===== config.mk =====
export PLATFORM = sky130hd
export DESIGN_NAME = e3oh_insert_port
export DESIGN_NICKNAME = d
export VERILOG_FILES = /design/src/rtl/e3oh_pkg.sv /design/src/rtl/e3oh_slot_tracker.sv /design/src/rtl/e3oh_pos_decode.sv /design/src/rtl/e3oh_ins_mux.sv /design/src/rtl/e3oh_insert_port.sv
export SDC_FILE = /design/constraint.sdc
export NUM_CORES = 1
export LEC_CHECK = 0
export BUFFER_PORTS_ARGS = -buffer_cell sky130_fd_sc_hd__buf_4
export CELL_PAD_IN_SITES_DETAIL_PLACEMENT = 0
export CELL_PAD_IN_SITES_GLOBAL_PLACEMENT = 2
export CORE_ASPECT_RATIO = 1.2
export CORE_MARGIN = 3
export CORE_UTILIZATION = 26
export DETAILED_ROUTE_END_ITERATION = 7
export GPL_TIMING_DRIVEN = 1
export PLACE_DENSITY_LB_ADDON = 0.05
export SLEW_MARGIN = 20
export SYNTH_ARGS = -nofsm -noshare
export SYNTH_HDL_FRONTEND = slang
export SYNTH_HIERARCHICAL = 1
export SYNTH_SLANG_ARGS = --single-unit

===== constraint.sdc =====
create_clock -name clk -period 3.3 [get_ports clk]
set_input_delay 0.66 -clock clk [delete_from_list [all_inputs] [get_ports clk]]
set_output_delay 0.66 -clock clk [all_outputs]
set_load 0.03 [all_outputs]

===== src/rtl/e3oh_pkg.sv =====
package e3oh_pkg;

  // Overhead byte codes, in transmission order within a frame.
  typedef enum logic [2:0] {
    OHB_FRAME_A = 3'd0,
    OHB_FRAME_B = 3'd1,
    OHB_ERRMON  = 3'd2,
    OHB_TRACE   = 3'd3,
    OHB_MAINT   = 3'd4,
    OHB_OPER    = 3'd5,
    OHB_GENCH   = 3'd6,
    OHB_NONE    = 3'd7
  } oh_byte_e;

  // Next count after a slot: one step forward, held at the past-end value.
  function automatic int unsigned next_count(input int unsigned cur,
                                             input int unsigned num_pos);
    if (cur >= num_pos) return num_pos;
    return cur + 1;
  endfunction

  // A position may be overwritten when it lies between the lock boundary and
  // the frame end.
  function automatic logic pos_open(input int unsigned pos,
                                    input int unsigned first_open,
                                    input int unsigned num_pos);
    return (pos >= first_open) && (pos < num_pos);
  endfunction

  // Byte number of a position, MSB-first bit order inside each byte.
  function automatic int unsigned pos_byte(input int unsigned pos,
                                           input int unsigned num_pos,
                                           input int unsigned num_bytes);
    if (pos >= num_pos) return num_bytes;
    return pos / 8;
  endfunction

  function automatic int unsigned pos_bit(input int unsigned pos,
                                          input int unsigned num_pos);
    if (pos >= num_pos) return 0;
    return pos % 8;
  endfunction

endpackage


===== src/rtl/e3oh_slot_tracker.sv =====
module e3oh_slot_tracker #(
  parameter int unsigned NUM_POS = 56,
  parameter int unsigned PW      = 6
) (
  input  logic          clk,
  input  logic          rst_n,
  input  logic          slot,
  input  logic          first,
  output logic [PW-1:0] cur_pos
);
  import e3oh_pkg::*;

  logic [PW-1:0] cnt_q;
  logic [PW-1:0] cnt_d;
  logic          restart_ev;
  logic          step_ev;

  assign restart_ev = first;
  assign step_ev    = slot && !first;

  // Position of the slot seen this cycle.
  assign cur_pos = restart_ev ? '0 : cnt_q;

  always_comb begin
    cnt_d = cnt_q;
    if (restart_ev)   cnt_d = slot ? PW'(1) : '0;
    else if (step_ev) cnt_d = PW'(next_count(int'(cnt_q), NUM_POS));
  end

  always_ff @(posedge clk) begin
    if (!rst_n) cnt_q <= '0;
    else        cnt_q <= cnt_d;
  end

  AST_CNT_BOUND: assert property (@(posedge clk) disable iff (!rst_n)
    int'(cnt_q) <= NUM_POS);

  AST_CNT_STEP: assert property (@(posedge clk) disable iff (!rst_n)
    (step_ev && int'(cnt_q) < NUM_POS) |=> (int'(cnt_q) == int'($past(cnt_q)) + 1));

  AST_CNT_HOLD_END: assert property (@(posedge clk) disable iff (!rst_n)
    (step_ev && int'(cnt_q) == NUM_POS) |=> $stable(cnt_q));

  AST_IDLE_RESTART: assert property (@(posedge clk) disable iff (!rst_n)
    (first && !slot) |=> (cnt_q == '0));

  AST_FRAME_POS_ZERO: assert property (@(posedge clk) disable iff (!rst_n)
    (first && slot) |=> (int'(cnt_q) == 1));

endmodule


===== src/rtl/e3oh_pos_decode.sv =====
module e3oh_pos_decode #(
  parameter int unsigned NUM_BYTES  = 7,
  parameter int unsigned LOCK_BYTES = 3,
  parameter int unsigned PW         = 6,
  parameter int unsigned BW         = 3
) (
  input  logic [PW-1:0] pos,
  output logic [BW-1:0] byte_code,
  output logic [2:0]    bit_idx,
  output logic          permit
);
  import e3oh_pkg::*;

  localparam int unsigned NUM_POS    = NUM_BYTES * 8;
  localparam int unsigned FIRST_OPEN = LOCK_BYTES * 8;
  localparam int unsigned TBL        = 1 << PW;

  logic [TBL-1:0] open_mask;

  // Fixed per-position permission mask, one entry per reachable count value.
  for (genvar g = 0; g < TBL; g++) begin : g_mask
    assign open_mask[g] = pos_open(g, FIRST_OPEN, NUM_POS);
  end

  assign permit    = open_mask[pos];
  assign byte_code = BW'(pos_byte(int'(pos), NUM_POS, NUM_BYTES));
  assign bit_idx   = 3'(pos_bit(int'(pos), NUM_POS));

  always_comb begin
    AST_LOCKED_LOW: assert (!(permit && int'(pos) < FIRST_OPEN));
    AST_BYTE_RANGE: assert (int'(byte_code) <= NUM_BYTES);
  end

endmodule


===== src/rtl/e3oh_ins_mux.sv =====
module e3oh_ins_mux #(
  parameter int unsigned NUM_POS    = 56,
  parameter int unsigned FIRST_OPEN = 24,
  parameter int unsigned PW         = 6
) (
  input  logic          clk,
  input  logic          rst_n,
  input  logic          slot,
  input  logic [PW-1:0] pos,
  input  logic          permit,
  input  logic          fr_bit,
  input  logic          req,
  input  logic          req_bit,
  output logic          tx_valid,
  output logic          tx_bit,
  output logic          ack,
  output logic          nak
);
  logic take_ev;
  logic refuse_ev;
  logic sel_bit;

  assign take_ev   = slot && req && permit;
  assign refuse_ev = slot && req && !permit;
  assign sel_bit   = take_ev ? req_bit : fr_bit;

  always_ff @(posedge clk) begin
    if (!rst_n) begin
      tx_valid <= 1'b0;
      tx_bit   <= 1'b0;
      ack      <= 1'b0;
      nak      <= 1'b0;
    end else begin
      tx_valid <= slot;
      ack      <= take_ev;
      nak      <= refuse_ev;
      if (slot) tx_bit <= sel_bit;
    end
  end

  AST_ACK_ONLY_OPEN: assert property (@(posedge clk) disable iff (!rst_n)
    ack |-> (int'($past(pos)) >= FIRST_OPEN && int'($past(pos)) < NUM_POS));

  AST_ACK_NAK_EXCL: assert property (@(posedge clk) disable iff (!rst_n)
    !(ack && nak));

  AST_IDLE_QUIET: assert property (@(posedge clk) disable iff (!rst_n)
    !$past(slot) |-> (!tx_valid && !ack && !nak));

  AST_IDLE_HOLD: assert property (@(posedge clk) disable iff (!rst_n)
    !slot |=> $stable(tx_bit));

  AST_FRAMER_KEPT: assert property (@(posedge clk) disable iff (!rst_n)
    (tx_valid && !ack) |-> (tx_bit == $past(fr_bit)));

endmodule


===== src/rtl/e3oh_insert_port.sv =====
module e3oh_insert_port #(
  parameter int unsigned NUM_BYTES  = 7,
  parameter int unsigned LOCK_BYTES = 3
) (
  input  logic       clk,
  input  logic       rst_n,
  input  logic       fr_slot,
  input  logic       fr_first,
  input  logic       fr_bit,
  input  logic       term_ins_req,
  input  logic       term_ins_bit,
  output logic       oh_strobe,
  output logic       oh_frame,
  output logic [5:0] oh_pos,
  output logic [2:0] oh_byte,
  output logic [2:0] oh_bitidx,
  output logic       tx_valid,
  output logic       tx_bit,
  output logic       ins_ack,
  output logic       ins_nak
);
  localparam int unsigned NUM_POS    = NUM_BYTES * 8;
  localparam int unsigned FIRST_OPEN = LOCK_BYTES * 8;
  localparam int unsigned PW         = $clog2(NUM_POS + 1);
  localparam int unsigned BW         = $clog2(NUM_BYTES + 1);

  logic [PW-1:0] cur_pos;
  logic [BW-1:0] byte_code;
  logic [2:0]    bit_idx;
  logic          permit;

  assign oh_strobe = fr_slot;
  assign oh_frame  = fr_first;
  assign oh_pos    = 6'(cur_pos);
  assign oh_byte   = 3'(byte_code);
  assign oh_bitidx = bit_idx;

  e3oh_slot_tracker #(.NUM_POS(NUM_POS), .PW(PW)) u_track (
    .clk(clk), .rst_n(rst_n), .slot(fr_slot), .first(fr_first), .cur_pos(cur_pos)
  );

  e3oh_pos_decode #(.NUM_BYTES(NUM_BYTES), .LOCK_BYTES(LOCK_BYTES), .PW(PW), .BW(BW)) u_dec (
    .pos(cur_pos), .byte_code(byte_code), .bit_idx(bit_idx), .permit(permit)
  );

  e3oh_ins_mux #(.NUM_POS(NUM_POS), .FIRST_OPEN(FIRST_OPEN), .PW(PW)) u_mux (
    .clk(clk), .rst_n(rst_n), .slot(fr_slot), .pos(cur_pos), .permit(permit),
    .fr_bit(fr_bit), .req(term_ins_req), .req_bit(term_ins_bit),
    .tx_valid(tx_valid), .tx_bit(tx_bit), .ack(ins_ack), .nak(ins_nak)
  );

  AST_PERMIT_MATCH: assert property (@(posedge clk) disable iff (!rst_n)
    (fr_slot && term_ins_req && int'(cur_pos) < FIRST_OPEN) |=> ins_nak);

endmodule


==> key figures <==
Place
  • DP Cell Count: 100
  • Port-buffer cells: 24
  • Post-DP HPWL: 1030 um
  • Final GP Congestion: 0.679
  • Dpl cell area: 712 um2

Logic synthesis
  • Avg Inst Size Synth: 8.66 um2
  • Register bit total from synthesis: 10
  • Synth cell types: 27
  • Share of flip-flops with an asynchronous set or reset: 0%
  • Seq/Total Area, Yosys: 36.7%
  • Syn_nets: 72
  • Synth Flop Type: dfxtp_1
  • Syn. warnings: 6
  • Number of synthesized flops with an enable pin: 0
  • Synth Instances: 63
  • Post-Syn Area: 546 um2

Routing
  • Drt via density: 4.81
  • Residual DRC count: 0
  • Via count: 500
  • Starting DRT DRC Count: 3
  • DRT antenna net count: 0
  • Wirelength, routed: 1340 um
  • Drt pass-1 iters: 4
  • Drt wl/cell: 12.9 um

Worst setup path
  • Crit end category: output port
  • Critical R2R Launch: u_track/cnt_q[3]
  • Critical R2R Capture: u_mux/tx_bit
  • Critical Path Start Type: input port
  • R2r setup slk: 1.78 ns
  • Worst r2r path cells: 5
  • CP arrival: 1.61 ns
  • CP Max Fanout: 9
  • Crit Path Class: in2out
  • Critical Path RT: 2.64 ns

Power
  • VDD IR max: 183 uV
  • Leakage power: 0.000338 uW
  • Power Dens Cells: 370 nW/um2

Clock network
  • CTS root buffer: clkbuf_4
  • H-tree depth: 1
  • CTS sink cnt: 10
  • Post-CTS Setup Inserts: 0
  • Reg clk slew, reported paths: 0.07 ns
  • # hold bufs at CTS: 0
  • # resized after CTS: 0
  • CTS Buf Count: 3
  • Clk_lat worst skew: 0.27 ns
  • CTS tree: done
  • CTS Buffer Depth: 2

Layout
  • Synthesis-to-layout area growth: 37.2%
  • Inserted Diodes: 0
  • Fill count: 203
  • Ratio of cells with drive above 1 in the final layout: 40.0%
  • Fin area: 748 um2
  • Post-route insts no fill: 104
  • Fin nets: 95

Worst hold path
  • Hold depth: 2
  • Worst Hold Launch: u_track/cnt_q[1]
  • Hold Crit Class: reg2reg
  • Worst Hold End: u_track/cnt_q[1]

STA
  • Slew Limit Fails: 0
  • Worst Max-Slew Pin Slew: 0.405 ns
  • Setup-failing EPs final: 0
  • Clock skew: 0.00442 ns
  • Relative slew margins: 73.0%
  • Minimum clock period: 2.27 ns
  • Share of the clock period used by the worst path: 68.7%
  • F_max: 441 MHz
  • Setup TNS Final: 0 ns
  • Fin. Hold Viols: 0
  • RSZ-0062 raised after global routing: false

Floorplanning
  • I/O pin count: 25
  • Initial Util: 28.5%
  • Chip height: 56.2 um
  • Die Area: 2690 um2
  • Core area: 1910 um2
  • Die width: 47.8 um
  • Site Rows: 17

Flow run
  • Max Cap Viol: 0

Run status
  • Status: completed

Global route
  • Vias in the first global route: 488
  • Largest net degree at the start of global routing: 15
  • Grt ovf: 0
  • Gr usage total: 11.4%
  • First-pass GRT wire length: 2130 um
  • Initial antenna violation count: 0
==> registers in the layout, indices dropped and copies added (netlist names) <==
signal and count:
u_mux/nak 1, u_mux/ack 1, u_track/cnt_q 6, u_mux/tx_bit 1, u_mux/tx_valid 1
==> report_power, final <==
group / total, uW / switching (uW) / leakage [uW] / internal [uW]
registers: 126 / 2.26 / 0.0000816 / 124
clock network: 113 / 45.7 / 0.0000210 / 67.0
logic: 37.8 / 22.4 / 0.000235 / 15.3
==> synth_stat cells, drive strengths merged (3+ instances only) <==
cell | n | area share (%)
and2 | 4 | 5.0
buf | 3 | 4.8
clkbuf | 3 | 2.1
dfxtp | 10 | 37
inv | 4 | 2.8
nand2 | 3 | 2.1
nand3 | 6 | 6.4
nand4 | 3 | 4.6
nor2 | 4 | 2.8
nor2b | 4 | 4.6
o21ai | 3 | 2.8
==> cells in the final DEF (no fill, tap or decap), types with 2 or more instances in the layout <==
cell type and instances:
nand2_1 3, ha_1 2, a21oi_1 2, nor2b_1 4, and2_1 3, nand3_1 5
o21ai_0 3, nor4b_2 2, clkbuf_4 3, dfxtp_1 10, nor2_1 4, inv_1 4
buf_4 24, a31oi_1 2, nand4_1 2
==> logic make-up (layout without fill, tap and decap cells) <==
| family | after synthesis | in the layout | synth area share (%) |
|---|---|---|---|
| buffers and inverters | 10 | 32 | 9.63 |
| XOR/XNOR | 2 | 2 | 3.21 |
| adder cells (fa/ha/maj) | 2 | 2 | 4.59 |
| AO/OA/AOI/OAI | 10 | 10 | 11.5 |
| AND/OR/NAND/NOR | 29 | 29 | 34.4 |
| flip-flops | 10 | 10 | 36.7 |
==> metal layers <==
layer	vias to the layer above	track usage (%)	part of all wire, %
met5	-	0	0
met1	227	12.3	41
met2	13	17.8	53
met4	0	4.62	0.89
met3	2	6.15	5.4
li1	258	-	-
==> cell type report <==
cell class,count,area (um2),area share [%]
timing repair buffer,24,180,24.1
tap,19,23.8,3.18
sequential,10,200,26.8
multi-input combinational,43,293,39.1
clock buffer,4,36.3,4.85
inverter,4,15.0,2.01
==> stage by stage <==
stage / setup WS (ns) / utilization, % / hold WS, ns / total power [uW]
floorplan: 0.935 / - / 0.475 / 151
global placement: 1.05 / 37.2 / 0.509 / 167
detailed placement: 1.01 / 37.2 / 0.516 / 167
CTS: 0.998 / 39.1 / 0.527 / 285
global route: 0.956 / 39.1 / 0.556 / 290
finish: 1.03 / 39.1 / 0.525 / 276
==> worst max-delay path, cell delays in order <==
cell and delay, ns:
buf_4 0.14, nor2b_1 0.34, nand3_2 0.13, and2_1 0.17, buf_4 0.16
==> how the worst max path moves through the flow <==
stage	from	endpoint	slack (ns)	depth (start not counted)
5_1_grt	fr_first	oh_bitidx[2]	0.96	5
2_1_floorplan	fr_first	oh_bitidx[0]	0.93	3
6_report	fr_first	oh_bitidx[2]	1.03	5
3_3_place_gp	fr_first	oh_bitidx[1]	1.05	5
3_5_place_dp	fr_first	oh_bitidx[0]	1.01	5
4_1_cts	fr_first	oh_bitidx[0]	1.0	5
Note: power is estimated with default switching activity, not from simulation.
